### config.mk
export PLATFORM = sky130hd
export DESIGN_NAME = spi_mailbox_ram
export DESIGN_NICKNAME = d
export VERILOG_FILES = /design/src/rtl/spi_mb_pkg.sv /design/src/rtl/mb_ctrl.sv /design/src/rtl/mb_status.sv /design/src/rtl/mb_array.sv /design/src/rtl/spi_mailbox_ram.sv
export SDC_FILE = /design/constraint.sdc
export NUM_CORES = 2
export LEC_CHECK = 0
export BUFFER_PORTS_ARGS = -buffer_cell sky130_fd_sc_hd__clkbuf_2
export CAP_MARGIN = 20
export CORE_MARGIN = 4
export CORE_UTILIZATION = 35
export DETAILED_ROUTE_END_ITERATION = 10
export GPL_TIMING_DRIVEN = 0
export PLACE_DENSITY_LB_ADDON = 0.12
export SETUP_SLACK_MARGIN = 0.5
export SKIP_CTS_REPAIR_TIMING = 1
export SYNTH_ARGS = -nofsm -noshare
export SYNTH_HDL_FRONTEND = slang
export SYNTH_HIERARCHICAL = 1
export SYNTH_SLANG_ARGS = --single-unit
### constraint.sdc
create_clock -name clk -period 2.1 [get_ports clk]
set_input_delay 0 -clock clk [delete_from_list [all_inputs] [get_ports clk]]
set_output_delay 0 -clock clk [all_outputs]
set_load 0.05 [all_outputs]
### src/rtl/spi_mb_pkg.sv
package spi_mb_pkg;

    localparam int RX_W = 8;

    typedef enum logic [0:0] {
        MB_IDLE   = 1'b0,
        MB_LAUNCH = 1'b1
    } mb_state_e;

    // configuration word layout, read by the serial engine
    typedef struct packed {
        logic [10:0] rsvd;
        logic [2:0]  slave_sel;
        logic [7:0]  clk_div;
        logic        phase;
        logic        polarity;
        logic [7:0]  tx_byte;
    } mb_cfg_t;

endpackage

### src/rtl/mb_ctrl.sv
module mb_ctrl
    import spi_mb_pkg::*;
(
    input  logic clk,
    input  logic rst_n,
    input  logic cfg_wr,
    output logic start_pulse
);

    mb_state_e state_q, state_d;

    always_ff @(posedge clk or negedge rst_n) begin
        if (!rst_n) state_q <= MB_IDLE;
        else        state_q <= state_d;
    end

    always_comb begin
        state_d = state_q;
        unique case (state_q)
            MB_IDLE:   if (cfg_wr) state_d = MB_LAUNCH;
            MB_LAUNCH: state_d = cfg_wr ? MB_LAUNCH : MB_IDLE;
            default:   state_d = MB_IDLE;
        endcase
    end

    always_comb begin
        start_pulse = (state_q == MB_LAUNCH);
    end

    AST_START_AFTER_CFG: assert property (@(posedge clk) disable iff (!rst_n)
        cfg_wr |=> start_pulse);
    AST_START_NEEDS_CFG: assert property (@(posedge clk) disable iff (!rst_n)
        start_pulse |-> $past(cfg_wr));

endmodule

### src/rtl/mb_status.sv
module mb_status
    import spi_mb_pkg::*;
#(
    parameter int DATA_W = 32
) (
    input  logic              clk,
    input  logic              rst_n,
    input  logic              per_wr,
    input  logic [DATA_W-1:0] per_wdata,
    input  logic              cfg_wr,
    output logic [DATA_W-1:0] stat_word
);

    localparam int BUSY_BIT = DATA_W - 1;
    localparam logic [DATA_W-1:0] KEEP_MASK =
        (DATA_W'(1) << BUSY_BIT) | ((DATA_W'(1) << RX_W) - DATA_W'(1));

    logic [DATA_W-1:0] stat_q, stat_d;

    always_comb begin
        stat_d = stat_q;
        if (per_wr)  stat_d = per_wdata & KEEP_MASK;
        if (cfg_wr)  stat_d[BUSY_BIT] = 1'b1;
    end

    always_ff @(posedge clk or negedge rst_n) begin
        if (!rst_n) stat_q <= '0;
        else        stat_q <= stat_d;
    end

    assign stat_word = stat_q;

    AST_RX_FROM_PER: assert property (@(posedge clk) disable iff (!rst_n)
        per_wr |=> stat_q[RX_W-1:0] == $past(per_wdata[RX_W-1:0]));
    AST_BUSY_ON_CFG: assert property (@(posedge clk) disable iff (!rst_n)
        cfg_wr |=> stat_q[BUSY_BIT]);

endmodule

### src/rtl/mb_array.sv
module mb_array #(
    parameter int ADDR_W    = 6,
    parameter int DATA_W    = 32,
    parameter int STAT_ADDR = 61
) (
    input  logic              clk,
    input  logic              wr_en,
    input  logic [ADDR_W-1:0] wr_addr,
    input  logic [DATA_W-1:0] wr_data,
    input  logic [ADDR_W-1:0] rd_a_addr,
    input  logic [ADDR_W-1:0] rd_b_addr,
    input  logic [DATA_W-1:0] stat_word,
    output logic [DATA_W-1:0] rd_a_data,
    output logic [DATA_W-1:0] rd_b_data
);

    localparam int DEPTH = 1 << ADDR_W;
    localparam logic [ADDR_W-1:0] STAT_A = ADDR_W'(STAT_ADDR);

    logic [DATA_W-1:0] mem [DEPTH];

    always_ff @(posedge clk) begin
        if (wr_en) mem[wr_addr] <= wr_data;
    end

    always_ff @(posedge clk) begin
        rd_a_data <= (rd_a_addr == STAT_A) ? stat_word : mem[rd_a_addr];
        rd_b_data <= (rd_b_addr == STAT_A) ? stat_word : mem[rd_b_addr];
    end

endmodule

### src/rtl/spi_mailbox_ram.sv
module spi_mailbox_ram
    import spi_mb_pkg::*;
#(
    parameter int ADDR_W    = 6,
    parameter int DATA_W    = 32,
    parameter int CFG_ADDR  = 60,
    parameter int STAT_ADDR = 61
) (
    input  logic              clk,
    input  logic              rst_n,
    input  logic              cpu_we,
    input  logic [ADDR_W-1:0] cpu_addr,
    input  logic [DATA_W-1:0] cpu_wdata,
    output logic [DATA_W-1:0] cpu_rdata,
    input  logic              per_we,
    input  logic [ADDR_W-1:0] per_addr,
    input  logic [DATA_W-1:0] per_wdata,
    output logic [DATA_W-1:0] per_rdata,
    output logic              start_pulse
);

    localparam logic [ADDR_W-1:0] CFG_A  = ADDR_W'(CFG_ADDR);
    localparam logic [ADDR_W-1:0] STAT_A = ADDR_W'(STAT_ADDR);

    logic              cfg_wr, per_stat_wr, arr_we;
    logic [DATA_W-1:0] stat_word;

    // processor owns every word except status; peripheral owns only status
    assign cfg_wr      = cpu_we && (cpu_addr == CFG_A);
    assign per_stat_wr = per_we && (per_addr == STAT_A);
    assign arr_we      = cpu_we && (cpu_addr != STAT_A);

    mb_ctrl u_ctrl (
        .clk         (clk),
        .rst_n       (rst_n),
        .cfg_wr      (cfg_wr),
        .start_pulse (start_pulse)
    );

    mb_status #(.DATA_W(DATA_W)) u_status (
        .clk       (clk),
        .rst_n     (rst_n),
        .per_wr    (per_stat_wr),
        .per_wdata (per_wdata),
        .cfg_wr    (cfg_wr),
        .stat_word (stat_word)
    );

    mb_array #(.ADDR_W(ADDR_W), .DATA_W(DATA_W), .STAT_ADDR(STAT_ADDR)) u_array (
        .clk       (clk),
        .wr_en     (arr_we),
        .wr_addr   (cpu_addr),
        .wr_data   (cpu_wdata),
        .rd_a_addr (cpu_addr),
        .rd_b_addr (per_addr),
        .stat_word (stat_word),
        .rd_a_data (cpu_rdata),
        .rd_b_data (per_rdata)
    );

    AST_BUSY_WITH_START: assert property (@(posedge clk) disable iff (!rst_n)
        start_pulse |-> stat_word[DATA_W-1]);
    AST_CPU_STAT_WR_IGNORED: assert property (@(posedge clk) disable iff (!rst_n)
        (cpu_we && cpu_addr == STAT_A && !per_stat_wr) |=> $stable(stat_word));

endmodule

# Word level (Yosys, flattened, before mapping)
# Memories as Yosys holds them, arrays and structs flattened.
# Cells that the tools add are included.
# op_classes
eq_ne,4
mux,7
n_reduce_logical,4
# ops
operator,n
$mux 32,3
$eq 6x6->1 const B,3
$ne 6x6->1 const B,1
$mux 1,4
$logic_and 1x1->1,3
$reduce_bool 2->1,1
# totals
register_bits,74
ram_bits,2048
input_bits,80
output_inout_bits,65
word_cells,23
n_memories,1
# memory_table
memory,depth,word_bits,read_ports,rd_clocked_by_memory_dff,write_ports,line_no,text
u_array.mem,64,32,2,0,1,mb_array.sv:20,logic [DATA_W-1:0] mem [DEPTH];

# Longest topological paths before layout
# depth
depth_word,4
depth_mapped,11
ltp_nobuf,5

# Cells and area by module
# Netlist, hierarchy kept.
# modules_own_cells
module,instances,cells_per_inst,area_each_um2,seq_area_each_um2
mb_array,1,4965,96188.5,62780.2
mb_status,1,44,520.5,225.2
spi_mailbox_ram,1,7,48.8,0.0
mb_ctrl,1,1,25.0,25.0

# Worst setup path after synthesis
# Ideal clock, no wire load.
# synth_timing
kind,input port to flip-flop
from,input cpu_addr[2]
to,"memory u_array.mem[48][0], enable pin"
setup_ns,0.461
arrival_ns,2.752
required_ns,1.639
path_slack_ns,-1.113
cell_stages,4
n_path_buf,0
path_cell_list,nand4_1 o31a_1 nand4b_1 nor3_1
# synth_between
elab_chain_len,4
# synth_lines
item,line_no,text
start: declaration,spi_mailbox_ram.sv:12,"input logic [ADDR_W-1:0] cpu_addr,"
$ne 6x6->1,spi_mailbox_ram.sv:31,assign arr_we = cpu_we && (cpu_addr != STAT_A);
$logic_and 1x1->1,spi_mailbox_ram.sv:31,
net arr_we,spi_mailbox_ram.sv:25,"logic cfg_wr, per_stat_wr, arr_we;"
$mux 1,mb_array.sv:23,if (wr_en) mem[wr_addr] <= wr_data;
$mux 1 (not written as such),mb_array.sv:23,
end: declaration,mb_array.sv:20,
# The timed path passes the listed nets, and every way through them passes these cells.

# Worst setup path after layout
# layout_timing
from,input per_addr[1]
to,register u_array.rd_b_data[14]
# layout_between
elab_chain_len,1
elab_cells_between_ends,2
cone_classes,eq/ne: 1; memory: 1
# layout_lines
item,line_no,text
start: declaration,spi_mailbox_ram.sv:16,"input logic [ADDR_W-1:0] per_addr,"
$mem_v2 64x32 / $eq 6x6->1 (equally long branches),-,
end signal: assignment,mb_array.sv:28,rd_b_data <= (rd_b_addr == STAT_A) ? stat_word : mem[rd_b_addr];
end: declaration,mb_array.sv:14,output logic [DATA_W-1:0] rd_b_data
# Several ways; a longest one is shown, not always the timed one.
# A chain may end at the register's enable or synchronous reset.

==> results.md <==
- Status: finished, violations left
- Violated checks: negative hold slack, negative setup slack
- DP Area: 108000 um^2
- Final Non-Filler Cells: 9797
- Largest net degree at the start of global routing: 65
- Hold Path Class: in -> reg
- Post-synth EDFFs: 2048
- Final nets: 5959
- Post-synth top cells: edfxtp_1 (2048), mux4_2 (831), mux2i_1 (444)
- TNS Setup: -37290 ps
- Seq pwr share: 46.3%
- Final Skew: 44.98 ps
- Post-synthesis sequential area ratio: 65.13%
- Post-synth cell types: 72
- Asr flop ratio synth: 0.4713%
- Core outline area: 274300 um^2
- Int Pwr: 74.14 mW
- Area grow syn2layout: 25.16%
- Drt drc: 0
- Cells after DPL: 9122
- Synth Flop Type: edfxtp_1
- Vias in the first global route: 61850
- Top-count cell post-synth: edfxtp_1
- Mapped Cells: 5017
- GR Overflow Total: 0
- Worst IR Drop VDD: 0.0007326 V
- Sw frac: 27.14%
- Final setup margin: -1084 ps
- Clk sinks: 2122
- Leak: 39.51 nW
- Row count: 192
- Area leader, netlist: edfxtp_1
- CP Capture Type: flop
- Clock Power Share: 40.2%
- Design area: 121100 um^2
- Wire length of the first global-routing pass: 672900 um
- RSZ-0062 raised after global routing: true
- Worst-Margin Slew: 1261 ps
- Worst hold slack: -5.158 ps
- Antenna Nets Post-Route: 0
- Routed via count: 68430
- Top cell type's share of synthesized area: 63.54%
- PortBufs: 121
- Die Area: 285000 um^2
- Routed length per instance: 55.05 um
- Max clock buf depth: 4
- H-tree lvl count: 4
- Vias per Instance: 6.984
- CTS tree: yes
- Die W: 533.9 um
- Worst-path clk slew: 60 ps
- Sw Pwr: 27.61 mW
- Post-Syn Area: 96780 um^2
- Worst Path Required: 2690 ps
- Combinational power share: 13.5%
- Synth warn: 6
- # setup viols final: 268
- Die span in y: 533.9 um
- Routed WL: 539300 um
- Crit share post-route: 151.6%
- Root Driver: clkbuf_16
- Initial antenna violation count: 73
- Critical Path Fanout Max: 11
- 1st-iter DRT viols: 12530
- Num CTS Buffers: 239
- Setup slack, reg-to-reg: -1070 ps
- Syn Area/Cell: 19.29 um^2
- #FFs+latches synth: 2122
- Top cells by area, synth: edfxtp_1 (64%), mux4_2 (19%), mux2i_1 (4.6%)
- Post-route core utilization: 44.15%
- Iteration count of the initial detailed-routing pass: 6
- Detail Placement HPWL: 387900 um
- Pwr dens: 840.0 nW/um^2
- Clk_lat worst skew: 960 ps
- Crit path arrival time: 3770 ps
- Max-cap violation count: 0
- Worst slew margin: 15.92%
- Placer Congestion: 1.029
- Slew Limit Fails: 0
- Critical path class: in -> reg
- Max Clk Rate: 0.3141 GHz
- Tmin final: 3184 ps
- Tot GR Track Use: 36.75%
- Starting Density: 35.28%
- Share of cells above drive strength 1: 40.08%
- Ports: 145
- Fin. Hold Viols: 2
- Worst setup SP type: input port
cells in the final DEF, fill, tap and decap left out, types with 33 or more instances in the layout:
cell              n
buf_6           134
clkbuf_1        101
a21oi_1         116
nand3_1          33
dfxtp_1          64
clkbuf_16       244
a211oi_2         34
mux4_2          831
clkbuf_4         87
mux2i_1         433
buf_16           79
diode_2          41
nor2_4           68
clkinv_1         59
nand2_1          67
a22o_1           40
o32a_1           39
buf_8            95
buf_12          131
edfxtp_1       2048
a22oi_1         205
o22ai_1          54
o211ai_1         35
o221ai_1         49
buf_2            33
nor2_1           36
clkbuf_2        164
buf_4           196
dlygate4sd3_1    70
clkinv_2         33
sequential cells by signal, indices dropped and copies added, names as in the netlist:
name                flops
u_array/mem          2048
u_array/rd_a_data      32
u_array/rd_b_data      32
u_status/stat_word      9
u_ctrl/start_pulse      1
final timing paths:
kind	start	end	cells past startpoint
hold reg to reg	u_status/stat_word[4]	u_array/rd_a_data[4]	1
max in group asynchronous	rst_n	u_status/stat_word[5]	3
hold / removal	cpu_addr[1]	u_array/mem[51][31]	4
setup / recovery	per_addr[1]	u_array/rd_b_data[14]	10
min in group asynchronous	rst_n	u_status/stat_word[1]	3
setup reg to reg	u_array/mem[15][14]	u_array/rd_b_data[14]	4
power groups by stage:
stage	clock network, mW	registers [mW]	logic (mW)
after detailed placement	0	48.0	11.9
after CTS	41.1	47.1	11.9
after global routing	42.9	47.2	13.4
final	40.9	47.1	13.8
after global placement	0	48.1	11.2
after floorplan	0	48.6	4.47
area by class of cell:
cell class,instances,area (um^2)
Sequential cell,2122,63030
Timing Repair Buffer,599,7790
Inverter,9,52.55
Clock inverter,120,929.6
Tap cell,3686,4612
Multi-Input combinational cell,2474,34260
Antenna cell,41,102.6
Buffer,434,3928
Clock buffer,312,6432
Fill cell,23820,153200
metrics by stage:
step,worst slack (ps),power (mW)
after global placement,-5209,59.26
after detailed placement,-2981,59.88
final,-1084,101.8
after global routing,-915.9,103.4
after CTS,-1999,100.1
after floorplan,36.60,53.04
logic make-up (layout without fill, tap and decap cells):
family,count (synthesis),after routing,synth area share (%)
AOI/OAI and AO/OA,828,828,6.398
buffers and inverters,443,1474,2.618
DFF,2122,2122,65.13
muxes,1300,1300,24.22
other,1,64,0.003875
and+or+nand+nor,323,323,1.634
worst max-delay path: stages:
cell and delay, ps:
clkbuf_2 90, buf_2 290, buf_4 320, buf_4 340
buf_6 330, buf_8 320, mux2i_2 640, o2111ai_1 180
o211ai_1 460, o211ai_1 670
per-layer routing:
metal	wire length [um]	track usage (%)	vias up	part of all wire, %
met5	894	0.1999	-	0.17
met4	45330	24.80	30	8.4
met1	187500	45.29	36780	35
li1	-	-	23610	-
met2	224900	51.49	6446	42
met3	80780	16.83	1557	15
Power figures use the tool's default switching activity.
